`src/rtl/sarc_pkg.sv`:
```
// Package: shared offsets, field positions and sequencer states for the
// SAR ADC controller. Assumes a 4-bit byte offset and a 32-bit data bus.
package sarc_pkg;
    localparam int ADDR_W = 4;
    localparam int DATA_W = 32;
    localparam int DLY_W  = 6;

    localparam logic [ADDR_W-1:0] OFF_RESULT = 4'h0;
    localparam logic [ADDR_W-1:0] OFF_STATUS = 4'h4;
    localparam logic [ADDR_W-1:0] OFF_CTRL   = 4'h8;
    localparam logic [ADDR_W-1:0] OFF_DELAY  = 4'hC;

    localparam int CB_PWR  = 3;
    localparam int CB_IEN  = 5;
    localparam int CB_FLAG = 6;

    typedef enum logic [1:0] {
        SEQ_IDLE = 2'd0,
        SEQ_WAIT = 2'd1,
        SEQ_CONV = 2'd2
    } seq_state_t;
endpackage

```
`src/rtl/sarc_seq.sv`:
```
// Module: power-up delay counter and bit-serial successive-approximation
// engine. Assumes start is only pulsed while idle and abort has priority
// over everything. Produces one comparator decision per clock, MSB first.
module sarc_seq
    import sarc_pkg::*;
#(
    parameter int RES = 10
) (
    input  logic             clk,
    input  logic             rst_n,
    input  logic             start,
    input  logic             abort,
    input  logic [DLY_W-1:0] dly,
    input  logic             cmp_in,
    output logic [RES-1:0]   dac_code,
    output logic             busy,
    output logic             done,
    output logic [RES-1:0]   result
);
    localparam int BIT_W = (RES > 1) ? $clog2(RES) : 1;
    localparam logic [BIT_W-1:0] TOP_BIT = BIT_W'(RES - 1);

    seq_state_t       st;
    logic [DLY_W-1:0] cnt;
    logic [BIT_W-1:0] idx;
    logic [RES-1:0]   acc;
    logic [RES-1:0]   trial;

    // Trial code: kept bits plus the bit under test.
    assign trial    = acc | (RES'(1) << idx);
    assign dac_code = (st == SEQ_CONV) ? trial : '0;
    assign busy     = (st != SEQ_IDLE);
    assign done     = (st == SEQ_CONV) && (idx == '0);
    // Value of the kept bits after this cycle's decision.
    assign result   = cmp_in ? trial : acc;

    // State, delay count and search registers.
    always_ff @(posedge clk) begin
        if (!rst_n) begin
            st  <= SEQ_IDLE;
            cnt <= '0;
            idx <= '0;
            acc <= '0;
        end else if (abort) begin
            st  <= SEQ_IDLE;
            cnt <= '0;
        end else begin
            case (st)
                SEQ_IDLE: begin
                    if (start) begin
                        acc <= '0;
                        idx <= TOP_BIT;
                        cnt <= dly;
                        st  <= (dly == '0) ? SEQ_CONV : SEQ_WAIT;
                    end
                end
                SEQ_WAIT: begin
                    cnt <= cnt - 1'b1;
                    if (cnt == DLY_W'(1)) st <= SEQ_CONV;
                end
                SEQ_CONV: begin
                    acc <= result;
                    if (idx == '0) st <= SEQ_IDLE;
                    else           idx <= idx - 1'b1;
                end
                default: st <= SEQ_IDLE;
            endcase
        end
    end
endmodule

```
`src/rtl/sarc_regs.sv`:
```
// Module: register file and bus decode. Writes land on a bus access phase
// (psel and penable and pwrite). Reads are combinational from paddr.
// Assumes the sequencer reports busy and a one-cycle done with its result.
module sarc_regs
    import sarc_pkg::*;
#(
    parameter int RES  = 10,
    parameter int CH_W = 3
) (
    input  logic              clk,
    input  logic              rst_n,
    input  logic              psel,
    input  logic              penable,
    input  logic              pwrite,
    input  logic [ADDR_W-1:0] paddr,
    input  logic [DATA_W-1:0] pwdata,
    output logic [DATA_W-1:0] prdata,
    input  logic              seq_busy,
    input  logic              seq_done,
    input  logic [RES-1:0]    seq_result,
    output logic              start,
    output logic              abort,
    output logic [DLY_W-1:0]  dly,
    output logic [CH_W-1:0]   chan,
    output logic              pwr,
    output logic              ien,
    output logic              flag,
    output logic [RES-1:0]    data_q
);
    logic wr, wr_ctrl, wr_dly;

    assign wr      = psel && penable && pwrite;
    assign wr_ctrl = wr && (paddr == OFF_CTRL);
    assign wr_dly  = wr && (paddr == OFF_DELAY);
    assign abort   = wr_ctrl && (pwdata == '0);
    assign start   = wr_ctrl && pwdata[CB_PWR] && !seq_busy;

    // Control fields: clear on zero write, load only while idle.
    always_ff @(posedge clk) begin
        if (!rst_n || abort) begin
            chan <= '0;
            pwr  <= 1'b0;
            ien  <= 1'b0;
            flag <= 1'b0;
        end else begin
            if (wr_ctrl && !seq_busy) begin
                chan <= pwdata[CH_W-1:0];
                pwr  <= pwdata[CB_PWR];
                ien  <= pwdata[CB_IEN];
            end
            if (seq_done) flag <= 1'b1;
        end
    end

    // Result register: loaded on completion unless aborted that edge.
    always_ff @(posedge clk) begin
        if (!rst_n)                  data_q <= '0;
        else if (seq_done && !abort) data_q <= seq_result;
    end

    // Delay register: low six bits of the write.
    always_ff @(posedge clk) begin
        if (!rst_n)      dly <= '0;
        else if (wr_dly) dly <= pwdata[DLY_W-1:0];
    end

    // Read mux: unused bits are zero.
    always_comb begin
        prdata = '0;
        case (paddr)
            OFF_RESULT: prdata[RES-1:0] = data_q;
            OFF_STATUS: prdata[0]       = seq_busy;
            OFF_CTRL: begin
                prdata[CH_W-1:0] = chan;
                prdata[CB_PWR]   = pwr;
                prdata[CB_IEN]   = ien;
                prdata[CB_FLAG]  = flag;
            end
            OFF_DELAY:  prdata[DLY_W-1:0] = dly;
            default:    prdata = '0;
        endcase
    end
endmodule

```
`src/rtl/sar_adc_ctrl.sv`:
```
// Module: top of the SAR ADC controller. Joins the register file to the
// conversion sequencer and forms the interrupt. Assumes one clock for
// bus and converter, and RES of 10 or 12 with NUM_CH up to 8.
module sar_adc_ctrl
    import sarc_pkg::*;
#(
    parameter int RES    = 10,
    parameter int NUM_CH = 8,
    localparam int CH_W  = (NUM_CH > 1) ? $clog2(NUM_CH) : 1
) (
    input  logic              clk,
    input  logic              rst_n,
    input  logic              psel,
    input  logic              penable,
    input  logic              pwrite,
    input  logic [ADDR_W-1:0] paddr,
    input  logic [DATA_W-1:0] pwdata,
    output logic [DATA_W-1:0] prdata,
    input  logic              cmp_in,
    output logic [RES-1:0]    dac_code,
    output logic [CH_W-1:0]   chan_sel,
    output logic              pwr_on,
    output logic              irq
);
    logic             seq_start, seq_abort, seq_busy, seq_done;
    logic [RES-1:0]   seq_result, data_q;
    logic [DLY_W-1:0] dly_q;
    logic             ctl_ien, ctl_flag;

    sarc_regs #(.RES(RES), .CH_W(CH_W)) u_regs (
        .clk(clk), .rst_n(rst_n),
        .psel(psel), .penable(penable), .pwrite(pwrite),
        .paddr(paddr), .pwdata(pwdata), .prdata(prdata),
        .seq_busy(seq_busy), .seq_done(seq_done), .seq_result(seq_result),
        .start(seq_start), .abort(seq_abort), .dly(dly_q),
        .chan(chan_sel), .pwr(pwr_on), .ien(ctl_ien), .flag(ctl_flag),
        .data_q(data_q)
    );

    sarc_seq #(.RES(RES)) u_seq (
        .clk(clk), .rst_n(rst_n),
        .start(seq_start), .abort(seq_abort), .dly(dly_q),
        .cmp_in(cmp_in), .dac_code(dac_code),
        .busy(seq_busy), .done(seq_done), .result(seq_result)
    );

    // Interrupt: flag gated by enable.
    assign irq = ctl_flag & ctl_ien;
endmodule

```
`config.mk`:
```
export PLATFORM = sky130hd
export DESIGN_NAME = sar_adc_ctrl
export DESIGN_NICKNAME = d
export VERILOG_FILES = /design/src/rtl/sarc_pkg.sv /design/src/rtl/sarc_seq.sv /design/src/rtl/sarc_regs.sv /design/src/rtl/sar_adc_ctrl.sv
export SDC_FILE = /design/constraint.sdc
export NUM_CORES = 1
export LEC_CHECK = 0
export BUFFER_PORTS_ARGS = -buffer_cell sky130_fd_sc_hd__buf_4
export CORE_UTILIZATION = 55
export DETAILED_ROUTE_END_ITERATION = 8
export GPL_ROUTABILITY_DRIVEN = 0
export PLACE_DENSITY = 0.95
export SYNTH_ARGS = -nofsm -noshare
export SYNTH_HDL_FRONTEND = slang
export SYNTH_SLANG_ARGS = --single-unit
```
`constraint.sdc`:
```
create_clock -name clk -period 3.45 [get_ports clk]
set_input_delay 0.1725 -clock clk [delete_from_list [all_inputs] [get_ports clk]]
set_output_delay 0.1725 -clock clk [all_outputs]
set_load 0.01 [all_outputs]
```
# ---- Yosys cells after proc, flatten, opt, wreduce, memory -nomap -nowiden
# Cells that the tools add are included.
dict set report word_totals {
  ff_bits 44
  latch_bits 0
  ram_bits 0
  mem_bits_ro 0
  input_bits 42
  out_inout_bits 47
  elab_cells 74
  mem_count 0
}
dict set report op_classes {
  add_sub_neg 2
  n_mul 0
  div_mod_pow 0
  n_lt_le_gt_ge 0
  eq_ne 10
  shift 1
  muxes 20
  bitwise 4
  reduce_logical 27
}
# operator n
set ops {}
lappend ops {{$logic_not A32 Y1} 1}
lappend ops {{$mux W10} 3}
lappend ops {{$pmux W10 S2} 1}
lappend ops {{$pmux W6 S2} 1}
lappend ops {{$logic_and A1 B1 Y1} 10}
lappend ops {{$or A10 B10 Y10} 1}
lappend ops {{$shl A1 B4 Y10 const A} 1}
lappend ops {{$pmux W3 S3} 1}
lappend ops {{$eq A4 B4 Y1 const B} 2}
lappend ops {{$logic_not A4 Y1} 2}
lappend ops {{$mux W2} 4}
lappend ops {{$mux W4} 2}
lappend ops {{$pmux W4 S2} 1}
lappend ops {{$eq A6 B1 Y1 const B} 1}
lappend ops {{$logic_not A6 Y1} 1}
lappend ops {{$mux W6} 1}
lappend ops {{$ne A2 B2 Y1 const B} 3}
lappend ops {{$pmux W2 S3} 1}
lappend ops {{$reduce_and A3 Y1} 2}
lappend ops {{$reduce_bool A2 Y1} 3}
lappend ops {{$sub A6 B1 Y6 const B} 1}
lappend ops {{$eq A4 B3 Y1 const B} 1}
lappend ops {{$pmux W1 S2} 2}
lappend ops {{$pmux W1 S4} 1}
lappend ops {{14 further kinds} 17}

# ---- Depth between registers and ports, before layout
# Gate-level depths: netlist (run 1).
dict set report logic_depth {
  depth_word 7
  depth_mapped 8
  ltp_nobuf 7
}

# ---- Modules after synthesis
# Synthesis (run 1) repeated with hierarchy kept, for this count alone.
dict set report unflattened {
  hier_cells 359
  hier_area_um2 2996.6
}
# mod n_inst cells_each area_each_um2 seq_area_each_um2
set by_module_without_submodules {}
lappend by_module_without_submodules {sarc_regs 1 184 1579.0 440.4}
lappend by_module_without_submodules {sarc_seq 1 174 1411.4 440.4}
lappend by_module_without_submodules {sar_adc_ctrl 1 1 6.3 0.0}

# ---- Worst setup path before layout (run 1)
# No wires, ideal clock.
dict set report synth_timing {
  path_kind {register -> register}
  start {reg u_seq.idx[0]}
  end {reg u_seq.idx[3]}
  setup_time_ns 0.122
  arrival_ns 1.606
  t_required_ns 3.328
  slack_ns 1.722
  path_stages_with_launch 6
  path_buffers 0
  period_less_slack_ns 1.728
  cell_sequence {dfxtp_1 > inv_1 > ha_1 > nor3b_4 > or4_1 > o311a_1}
}
dict set report synth_via {
  elab_chain_len 3
  elab_cells_between_ends 6
  classes_between {1 x add/sub; 1 x eq/ne; 2 x mux; 2 x reduce/logical}
}
# item line_no
set synth_lines {}
lappend synth_lines {{start, declared} sarc_seq.sv:25} ;# logic [BIT_W-1:0] idx;
lappend synth_lines {{start signal, assigned} sarc_seq.sv:64} ;# else idx <= idx - 1'b1;
lappend synth_lines {{$sub A4 B1 Y4 or $logic_not A4 Y1 (tied branches)} {sarc_seq.sv:64, sarc_seq.sv:63}}
lappend synth_lines {{$mux W4 or $ne A2 B2 Y1 (tied branches)} -}
lappend synth_lines {{$pmux W4 S2 or $reduce_and A4 Y1 (tied branches)} -}
# Parallel ways exist; a longest one is shown, timed or not. The select of a mux whose other input is x is not followed.
# A chain may end at the register's enable or synchronous reset.

# ---- Worst setup path after layout (run 1)
dict set report layout_timing {
  start {reg u_seq.idx[0]}
  end {reg u_regs.data_q[8]}
}
dict set report layout_via {
  elab_chain_len 3
  elab_cells_between_ends 6
  classes_between {1 x shift; 1 x mux; 1 x bitwise; 3 x reduce/logical}
}
# item line_no
set layout_lines {}
lappend layout_lines {{$shl A1 B4 Y10 or $logic_not A4 Y1 (tied branches)} {sarc_seq.sv:30, sarc_seq.sv:33}}
lappend layout_lines {{$or A10 B10 Y10 or $logic_and A1 B1 Y1 (tied branches)} {sarc_seq.sv:30, sarc_seq.sv:33}}
lappend layout_lines {{$mux W10 or $logic_and A1 B1 Y1 (tied branches)} {sarc_seq.sv:35, sarc_regs.sv:58}}
lappend layout_lines {{end signal, assigned} sarc_regs.sv:58} ;# else if (seq_done && !abort) data_q <= seq_result;
lappend layout_lines {{end, declared} sarc_regs.sv:28} ;# output logic [RES-1:0] data_q
# Parallel ways exist; a longest one is shown, timed or not.

==> impl_metrics.json, run 1 <==
{
  "status": "finished with violations",
  "failed_checks": "DRC",
  "grt_pass1_vias": 2249,
  "hold_viol": 0,
  "drive_gt1_frac": 0.238,
  "period_minus_slack_ns": 1.96,
  "core_mm2": 0.00472,
  "cp.arrival_ns": 2.16,
  "numCtsBuffers": 5,
  "slew_headroom": 0.604,
  "hold_path.startpoint": "pwdata[1]",
  "dr.pass1.iters": 6,
  "htreeDepth": 2,
  "grt_usage": 0.262,
  "grt_pass1_wl_mm": 10.6,
  "setup_viol": 0,
  "p_leak_nw": 1.49,
  "cap_violations": 0,
  "path_max_fanout": 20,
  "postRouteAntennaNets": 0,
  "io-pin-count": 89,
  "clock_path_buffers": 2,
  "clkPwrFrac": 0.397,
  "tightest_slew_ns": 0.594,
  "cts_resized": 0,
  "critical_path_class": "reg2reg",
  "cp_common_cell": "nand2_1",
  "ys_ff_latch": 44,
  "syn_inst": 334,
  "die_x_um": 72.0,
  "end_kind": "register",
  "clk_latency_ns": 0.30,
  "layout_worst_path_cycle_share": 0.567,
  "grt_max_degree": 27,
  "vdd_drop_max_mv": 0.229,
  "grt_antenna_before_repair": 0,
  "seqPwrFrac": 0.513,
  "cts.sinks": 44,
  "num_rows": 25,
  "syn_area_per_cell_um2": 8.07,
  "setup_tns_ns": 0,
  "final_util": 0.683,
  "fmax_ghz": 0.511,
  "rsz0062_at_grt": "false",
  "min_path_type": "in2reg",
  "p_sw_uw": 230,
  "start_util": 0.571,
  "critPathLaunch": "u_seq.idx[0]",
  "worst_slack_ns": 1.49,
  "area_delta_synth_final_pct": 19.7,
  "clockRootBuffer": "clkbuf_8",
  "cts_setup_buffers": 0,
  "vias": 2607,
  "dp_hpwl_mm": 4.95,
  "combPwrFrac": 0.090,
  "wl_per_cell_um": 14.6,
  "intPower_uw": 763,
  "cts.clk_slew.worst_paths_ns": 0.09,
  "switching_share": 0.232,
  "avgViaCountPerCell": 5.69,
  "required_ns": 3.65,
  "num_antenna_cells": 0,
  "cts_tree": "yes",
  "portBuffers": 66,
  "die_h_um": 72.0,
  "syn_area_mm2": 0.00270,
  "power_density_mw_per_mm2": 308,
  "synth-edff-count": 0,
  "layout.nets": 439,
  "nFillCells": 351,
  "cts_hold_buffers": 0,
  "routed_wl_mm": 6.69,
  "drt_iter0_drc": 232,
  "drc": 1,
  "ys_seq_area_frac": 0.327,
  "fin_skew_ns": 0.00375,
  "max_stage_delay_ns": 0.40,
  "maxSlewViolCount": 0,
  "path_cells": "inv_1, ha_1, nor3b_4, nand2_1, a31oi_1, buf_4, nand2_1, o211a_1",
  "r2r_start": "u_seq.idx[0]",
  "synthDistinctLibCells": 53,
  "ys.flop_type": "dfxtp_1",
  "crit_slowest_cell": "nor3b_4",
  "dp_slack_ns": 1.54,
  "dieArea_mm2": 0.00519,
  "async_flop_share": 0,
  "overflow": 0,
  "yosysWarnings": 0,
  "startpoint_type": "register"
}
## routing by layer
metal	share of wire	global-route usage
met1	0.43	0.320
met2	0.49	0.443
met5	0	0
met3	0.060	0.0514
met4	0.025	0.122
## sequential cells by signal (all words and copies together) (netlist names)
| signal | flops |
|---|---|
| u_regs.ien | 1 |
| u_seq.st | 2 |
| u_seq.idx | 4 |
| u_seq.cnt | 6 |
| u_regs.chan | 3 |
| u_regs.data_q | 10 |
| u_seq.acc | 10 |
| u_regs.pwr | 1 |
| u_regs.flag | 1 |
| u_regs.dly | 6 |
## metrics by stage
stage | hold WS, ns | instances | power (mW) | instance area (um2)
after floorplan | 0.316 | 355 | 0.581 | 2780
after global placement | 0.436 | 450 | 0.606 | 3120
after detailed placement | 0.441 | 450 | 0.610 | 3120
after CTS | 0.132 | 458 | 0.995 | 3230
after global routing | 0.136 | 458 | 1.03 | 3230
final | 0.131 | 458 | 0.993 | 3230
## cells in the mapped netlist (2+ instances only)
master | instances | area (um2)
nand2b_1 | 2 | 12.5
a31o_1 | 2 | 17.5
nand3_1 | 8 | 40.0
a31o_2 | 2 | 17.5
inv_1 | 7 | 26.3
o21ai_0 | 11 | 55.1
a211oi_1 | 4 | 30.0
and3_1 | 3 | 18.8
nand2_1 | 40 | 150
nor2b_1 | 8 | 50.1
nor4_1 | 9 | 56.3
and3b_1 | 2 | 17.5
clkbuf_1 | 7 | 26.3
nor3_1 | 4 | 20.0
nand4_1 | 3 | 18.8
mux2i_1 | 14 | 140
ha_1 | 7 | 87.6
mux2_2 | 5 | 56.3
a21oi_1 | 22 | 110
buf_4 | 24 | 180
a31oi_1 | 5 | 31.3
o211a_1 | 11 | 110
dfxtp_1 | 44 | 881
and4_1 | 3 | 26.3
o21ai_1 | 3 | 15.0
and2_1 | 6 | 37.5
a22oi_1 | 4 | 30.0
nor2_1 | 43 | 161
buf_2 | 7 | 35.0
## path summary, 6_finish.rpt
check | end | slack [ns] | cells past startpoint
worst min-delay path | u_regs.chan[1] | 0.13 | 3
worst max register to register | u_regs.data_q[8] | 1.49 | 8
worst max-delay path | u_regs.data_q[8] | 1.49 | 8
worst min register to register | u_seq.acc[0] | 0.47 | 2
## cells in the final DEF, fill, tap and decap left out, types with 2 or more instances in the layout
| cell type | instances |
|---|---|
| inv_1 | 7 |
| mux2_2 | 5 |
| and4_1 | 3 |
| o211a_1 | 11 |
| and2_1 | 6 |
| nand3_1 | 8 |
| nand2_1 | 40 |
| nand4_1 | 3 |
| clkbuf_8 | 5 |
| nor3_1 | 4 |
| nor2_1 | 43 |
| a31o_1 | 2 |
| a31oi_1 | 5 |
| dfxtp_1 | 44 |
| a22oi_1 | 4 |
| mux2i_1 | 14 |
| nor4_1 | 9 |
| nor2b_1 | 8 |
| nand2b_1 | 2 |
| ha_1 | 7 |
| and3_1 | 3 |
| a31o_2 | 2 |
| a21oi_1 | 22 |
| buf_4 | 67 |
| a211oi_1 | 4 |
| o21ai_1 | 3 |
| o21ai_0 | 11 |
| conb_1 | 22 |
| and3b_1 | 2 |
## power groups by stage
| stage | Clock [mW] | Sequential (mW) | Combinational (mW) |
|---|---|---|---|
| after global routing | 0.425 | 0.510 | 0.0968 |
| after floorplan | 0 | 0.521 | 0.0597 |
| after detailed placement | 0 | 0.522 | 0.0879 |
| final | 0.395 | 0.510 | 0.0890 |
| after global placement | 0 | 0.522 | 0.0846 |
| after CTS | 0.398 | 0.510 | 0.0882 |
## area by class of cell
| class | count | area, um2 | area share |
|---|---|---|---|
| repair buffers | 67 | 503 | 0.156 |
| clock inverters | 3 | 42.5 | 0.0132 |
| well taps | 67 | 83.8 | 0.0260 |
| inverters | 7 | 26.3 | 0.00814 |
| multi-input cells | 265 | 1620 | 0.503 |
| flip-flops and latches | 44 | 881 | 0.273 |
| clock buffers | 5 | 68.8 | 0.0213 |
## critical path: cells and delay by family (launching register included)
family                   cells  cell delay [ns]
flip-flops                   1             0.36
adder cells (fa/ha/maj)      1             0.24
AO/OA/AOI/OAI                2             0.28
buffers and inverters        2             0.38
AND/OR/NAND/NOR              3             0.59
## cells by family after synthesis
logic type | after synthesis | share of synthesized area
flip-flops | 44 | 0.327
AO/OA/AOI/OAI | 76 | 0.199
multiplexers | 19 | 0.0729
other | 1 | 0.00139
adder cells (fa/ha/maj) | 7 | 0.0325
AND/OR/NAND/NOR | 140 | 0.263
buffers and inverters | 46 | 0.101
XOR/XNOR | 1 | 0.00325
Note: power is estimated with default switching activity, not from simulation.
==> run 2: changes to the inputs <==
--- a/config.mk
+++ b/config.mk
@@ -5,11 +5,12 @@
 export SDC_FILE = /design/constraint.sdc
 export NUM_CORES = 1
 export LEC_CHECK = 0
+export ABC_AREA = 1
 export BUFFER_PORTS_ARGS = -buffer_cell sky130_fd_sc_hd__buf_4
-export CORE_UTILIZATION = 55
+export CORE_UTILIZATION = 47
 export DETAILED_ROUTE_END_ITERATION = 8
 export GPL_ROUTABILITY_DRIVEN = 0
-export PLACE_DENSITY = 0.95
+export PLACE_DENSITY = 0.86
 export SYNTH_ARGS = -nofsm -noshare
 export SYNTH_HDL_FRONTEND = slang
 export SYNTH_SLANG_ARGS = --single-unit
==> constraint.sdc (replaced) <==
create_clock -name clk -period 1.68 [get_ports clk]
set_input_delay 0.084 -clock clk [delete_from_list [all_inputs] [get_ports clk]]
set_output_delay 0.084 -clock clk [all_outputs]
set_load 0.01 [all_outputs]
==> run 2 against run 1 <==
The flow now finishes without violations. Register-to-register slack worse by 1.4 ns. Clock power up 110%. Combinational power rose to 2.6 times the previous value. Core utilization down 8.8 points. Synthesized cell count up 34%. Clock-buffer cell count up 1. Sequential share of layout area down 2.4 points. Routed wire length up 9.2%. Hold slack worse by 0.092 ns. Sequential power up 110%. Highest routed layer unchanged.
==> impl_metrics.json, run 2 <==
{
  "synthMuxAreaShare": 0,
  "die_h_um": 80.8,
  "vias": 3053,
  "overflow": 0,
  "clk_latency_ns": 0.30,
  "finalHoldWorstSlack_ns": 0.0399,
  "dp_hpwl_mm": 5.72,
  "fin_skew_ns": 0.00962,
  "ys_ff_latch": 44,
  "synthTopCellsByCount": "nand2_1 (92), nor2_1 (73), inv_1 (59)",
  "cts_tree": "yes",
  "yosysWarnings": 0,
  "setup_tns_ns": 0,
  "rsz0062_at_grt": "false",
  "fmax_ghz": 0.637,
  "io-pin-count": 89,
  "maxSlewViolCount": 0,
  "setup_viol": 0,
  "period_minus_slack_ns": 1.57,
  "synth-edff-count": 0,
  "num_antenna_cells": 0,
  "fin_area_mm2": 0.00354,
  "cts.clk_slew.worst_paths_ns": 0.09,
  "cap_violations": 0,
  "start_util": 0.490,
  "ys_seq_area_frac": 0.302,
  "synth_fa_ha_area_frac": 0.0300,
  "numCtsBuffers": 5,
  "syn_inst": 446,
  "layout.nets": 566,
  "cts.sinks": 44,
  "routed_wl_mm": 7.30,
  "nFillCells": 549,
  "dieArea_mm2": 0.00653,
  "dr.pass1.iters": 8,
  "synthDistinctLibCells": 34,
  "yosys-top-cells-area": "dfxtp_1 (30%), nand2_1 (12%), nor2_1 (9.4%), inv_1 (7.6%), buf_4 (5.7%)",
  "use_met1": 0.281,
  "synth_simple_gate_area_share": 0.367,
  "end_kind": "output port",
  "synth_compound_area_frac": 0.130,
  "layout_worst_path_cycle_share": 0.934,
  "synth_most_common_cell": "nand2_1",
  "startpoint_type": "register",
  "postRouteAntennaNets": 0,
  "p_leak_nw": 1.69,
  "mostFrequentLayoutCells": "nand2_1 (92), buf_4 (74), nor2_1 (73), inv_1 (57), dfxtp_1 (44)",
  "num_rows": 28,
  "cp.arrival_ns": 1.49,
  "synthXorXnorAreaFrac": 0.00600,
  "min_path_type": "in2reg",
  "core_mm2": 0.00596,
  "drt_iter0_drc": 186,
  "vdd_drop_max_mv": 0.377,
  "path_max_fanout": 5,
  "worst_slack_ns": 0.111,
  "wl_per_cell_um": 12.3,
  "area_delta_synth_final_pct": 21.4,
  "grt_antenna_before_repair": 0,
  "htreeDepth": 2,
  "clock_path_buffers": 2,
  "async_flop_share": 0,
  "avgViaCountPerCell": 5.15,
  "yosysTopAreaCellShare": 0.302,
  "drive_gt1_frac": 0.241,
  "power_density_mw_per_mm2": 596,
  "grt_pass1_vias": 2841,
  "syn_area_per_cell_um2": 6.54,
  "grt_use_met2": 0.427,
  "synth_top_area_cell": "dfxtp_1",
  "drc": 0,
  "required_ns": 1.60,
  "portBuffers": 66,
  "clockRootBuffer": "clkbuf_8",
  "hold_viol": 0,
  "syn_area_mm2": 0.00292,
  "grt_usage": 0.239,
  "reg_top3": "u_regs.data_q: 10 flops, u_seq.acc: 10 flops",
  "critical_path_class": "reg2out",
  "status": "finished clean",
  "grt_pass1_wl_mm": 12.2,
  "place_area_mm2": 0.00343,
  "die_x_um": 80.8,
  "dp_slack_ns": 0.121,
  "p_total_mw": 2.11,
  "met3_usage": 0.0371,
  "grt_max_degree": 32,
  "top_usage_layer": "met2",
  "synth_top_family_by_area": "simple AND/OR/NAND/NOR gates",
  "cts_setup_buffers": 0,
  "ys.flop_type": "dfxtp_1",
  "final_common_cell": "nand2_1"
}
-- run 2: cell types whose count changed in the layout (fill, tap and decap cells not counted), moves of 8 or more --
cell | previous run | this run
o211ai_1 | 0 | 9
o21ai_0 | 11 | 28
nor2b_1 | 8 | 0
nor2_2 | 0 | 14
nand2_1 | 40 | 92
inv_2 | 0 | 8
mux2i_1 | 14 | 0
nor2_1 | 43 | 73
o211a_1 | 11 | 0
nand4_1 | 3 | 14
nor4_1 | 9 | 0
inv_1 | 7 | 57
-- run 2: path summary, 6_finish.rpt --
kind,startpoint,cells after the start,slack [ns],end
worst max register to register,u_seq.idx[0],9,0.14,u_regs.data_q[1]
worst max-delay path,u_seq.idx[2],5,0.11,dac_code[5]
worst min register to register,u_regs.chan[0],2,0.49,u_regs.chan[0]
worst min-delay path,pwdata[2],3,0.04,u_regs.dly[2]
-- run 2: per-stage QoR --
step | std cells | utilization
5_1_grt | 593 | 0.595
4_1_cts | 593 | 0.594
3_3_place_gp | 585 | 0.576
3_5_place_dp | 585 | 0.576
6_report | 593 | 0.595
2_1_floorplan | 467 | -
-- run 2: critical path, cell delays in order, from the launching register on --
cell,delay (ns)
dfxtp_1,0.39
inv_1,0.11
nor2_1,0.23
nand2_1,0.14
a21oi_1,0.17
buf_4,0.14
-- run 2: cell type report --
type | count | area [um2] | area share
Sequential cell | 44 | 881 | 0.249
Inverter | 65 | 244 | 0.0689
Multi-Input combinational cell | 326 | 1640 | 0.463
Clock inverter | 2 | 35.0 | 0.00989
Tap cell | 75 | 93.8 | 0.0265
Clock buffer | 6 | 72.6 | 0.0205
Timing Repair Buffer | 75 | 576 | 0.162
-- run 2: power by group --
| part | internal (mW) | switching, mW |
|---|---|---|
| clock network | 0.442 | 0.383 |
| logic | 0.0997 | 0.130 |
| registers | 1.05 | 0.00569 |
| total | 1.59 | 0.518 |
-- run 2: timing repair --
action,4_1_cts,5_1_grt
endpoints found under the hold margin,0,0
hold buffers,0,0
gates resized for setup,0,5
endpoints found under the setup margin,0,13
-- run 2: cell families (layout without fill, tap and decap cells) --
kind of cell / after synthesis / in the layout
and+or+nand+nor: 228 / 228
other: 1 / 22
adders and majority gates: 7 / 7
xor gates and xnor gates: 2 / 2
buffers and inverters: 97 / 148
DFF: 44 / 44
AOI/OAI and AO/OA: 67 / 67
-- run 2: metal layers --
metal / share of wire / up-vias
met4: 0.035 / 0
met3: 0.064 / 33
met2: 0.49 / 138
met1: 0.41 / 1377
li1: - / 1505
met5: 0 / -
==> run 3: changes to the inputs <==
--- a/config.mk
+++ b/config.mk
@@ -7,10 +7,11 @@
 export LEC_CHECK = 0
 export ABC_AREA = 1
 export BUFFER_PORTS_ARGS = -buffer_cell sky130_fd_sc_hd__buf_4
-export CORE_UTILIZATION = 47
+export CORE_UTILIZATION = 48
+export CTS_BUF_LIST = sky130_fd_sc_hd__clkbuf_4
 export DETAILED_ROUTE_END_ITERATION = 8
 export GPL_ROUTABILITY_DRIVEN = 0
-export PLACE_DENSITY = 0.86
+export PLACE_DENSITY = 0.87
 export SYNTH_ARGS = -nofsm -noshare
 export SYNTH_HDL_FRONTEND = slang
 export SYNTH_SLANG_ARGS = --single-unit
==> run 3 against run 2 <==
Die area down 2.0%. Maximum frequency decreased by 3.5%. Core utilization up 0.69 points. First-iteration DRC count is 70% higher. Combinational power is 4% higher. Largest cell class unchanged. Setup slack got worse by 0.057 ns. Clock power decreased by 36%. Routed wire length is 3.9% higher. Via count grew 1.1%. Critical path depth stayed put. Highest routed layer unchanged. Critical path type unchanged. Sequential power barely moved.
==> impl_metrics.json, run 3 (same netlist as run 2, synthesis figures left out) <==
{
  "status": "finished clean",
  "num_rows": 28,
  "drc": 0,
  "die_x_um": 80.0,
  "power_density_mw_per_mm2": 514,
  "clock_path_buffers": 2,
  "multiInputGateArea_mm2": 0.00166,
  "start_util": 0.496,
  "rsz0062_at_grt": "true",
  "critical_path_class": "reg2out",
  "end_kind": "output port",
  "seqCellArea_um2": 882,
  "p_total_mw": 1.82,
  "mostFrequentLayoutCells": "nand2_1 (92), buf_4 (76), nor2_1 (71), inv_1 (57), dfxtp_1 (43)",
  "area_delta_synth_final_pct": 21.4,
  "maxSlewViolCount": 0,
  "startpoint_type": "register",
  "met3_usage": 0.0457,
  "cts_tree": "yes",
  "grt_max_degree": 32,
  "overflow": 0,
  "io-pin-count": 89,
  "min_path_type": "in2reg",
  "avgViaCountPerCell": 5.17,
  "postRouteAntennaNets": 0,
  "dr.pass1.iters": 5,
  "vdd_drop_max_mv": 0.325,
  "use_met1": 0.287,
  "dp_hpwl_mm": 5.73,
  "layout_worst_path_cycle_share": 0.968,
  "required_ns": 1.60,
  "fin_skew_ns": 0.0100,
  "final_util": 0.602,
  "clk_latency_ns": 0.35,
  "portBuffers": 66,
  "cap_violations": 0,
  "numCtsBuffers": 5,
  "htreeDepth": 2,
  "routed_wl_mm": 7.59,
  "setup_viol": 0,
  "cts.clk_slew.worst_paths_ns": 0.13,
  "vias": 3087,
  "dieArea_mm2": 0.00639,
  "drive_gt1_frac": 0.251,
  "nFillCells": 555,
  "wl_per_cell_um": 12.7,
  "reg_top3": "u_regs.data_q: 10 flops, u_seq.acc: 10 flops",
  "path_max_fanout": 5,
  "hold_viol": 0,
  "cp.arrival_ns": 1.54,
  "die_h_um": 80.0,
  "fmax_ghz": 0.615,
  "top_usage_layer": "met2",
  "grt_pass1_vias": 2924,
  "grt_antenna_before_repair": 0,
  "final_common_cell": "nand2_1",
  "period_minus_slack_ns": 1.63,
  "clockRootBuffer": "clkbuf_4",
  "cts.sinks": 44,
  "grt_usage": 0.250,
  "grt_use_met2": 0.460,
  "core_mm2": 0.00589,
  "drt_iter0_drc": 316,
  "grt_pass1_wl_mm": 12.6,
  "layout.nets": 570,
  "num_antenna_cells": 0,
  "p_leak_nw": 1.69
}
[run 3: cell type report]
class / count / share of cell area
well taps: 75 / 0.0265
multi-input cells: 326 / 0.469
inverters: 65 / 0.0696
clock inverters: 1 / 0.00106
clock buffers: 7 / 0.0148
flip-flops and latches: 44 / 0.249
repair buffers: 79 / 0.170
[run 3: timing repair]
action / CTS / global route
endpoints found under the hold margin: 5 / 0
resized for setup: 3 / 9
pin swaps: 0 / 1
buffers inserted: 0 / 0
endpoints found under the setup margin: 2 / 22
hold buffers: 3 / 0
[run 3: path summary, 6_finish.rpt]
check / cells after the start / slack (ns) / end / start
worst max-delay path: 5 / 0.05 / dac_code[8] / u_seq.idx[0]
worst min-delay path: 3 / 0.01 / u_regs.dly[5] / pwdata[5]
worst max register to register: 9 / 0.13 / u_regs.data_q[7] / u_seq.idx[0]
worst min register to register: 2 / 0.50 / u_regs.pwr / u_regs.pwr
[run 3: metrics by stage]
step	setup WS (ns)	area, um2	TNS (ns)	hold WS (ns)	instances
4_1_cts	0.00453	3520	0	0.00254	597
2_1_floorplan	0.303	3000	0	0.212	467
6_report	0.0536	3540	0	0.0103	597
3_5_place_dp	0.0650	3430	0	0.352	586
3_3_place_gp	0.190	3430	0	0.339	586
5_1_grt	-0.0381	3540	-0.0641	0.00715	597
[run 3: where the power goes]
group | switching [mW] | leakage, nW | internal, mW
Clock | 0.330 | 0.0338 | 0.194
Sequential | 0.00623 | 0.355 | 1.05
Combinational | 0.133 | 1.30 | 0.105
[run 3: critical path, stage by stage (launching register included)]
cell and delay (ns):
dfxtp_1 0.37, inv_2 0.11, ha_2 0.22, nand3_1 0.13
a21oi_1 0.21, buf_4 0.15
[run 3: routing by layer]
layer  wire (um)  share of wire  vias up
met1        3060           0.40     1384
met2        3780           0.50      155
met4         210          0.028        0
met5           0              0        -
met3         532          0.070       35
li1            -              -     1513
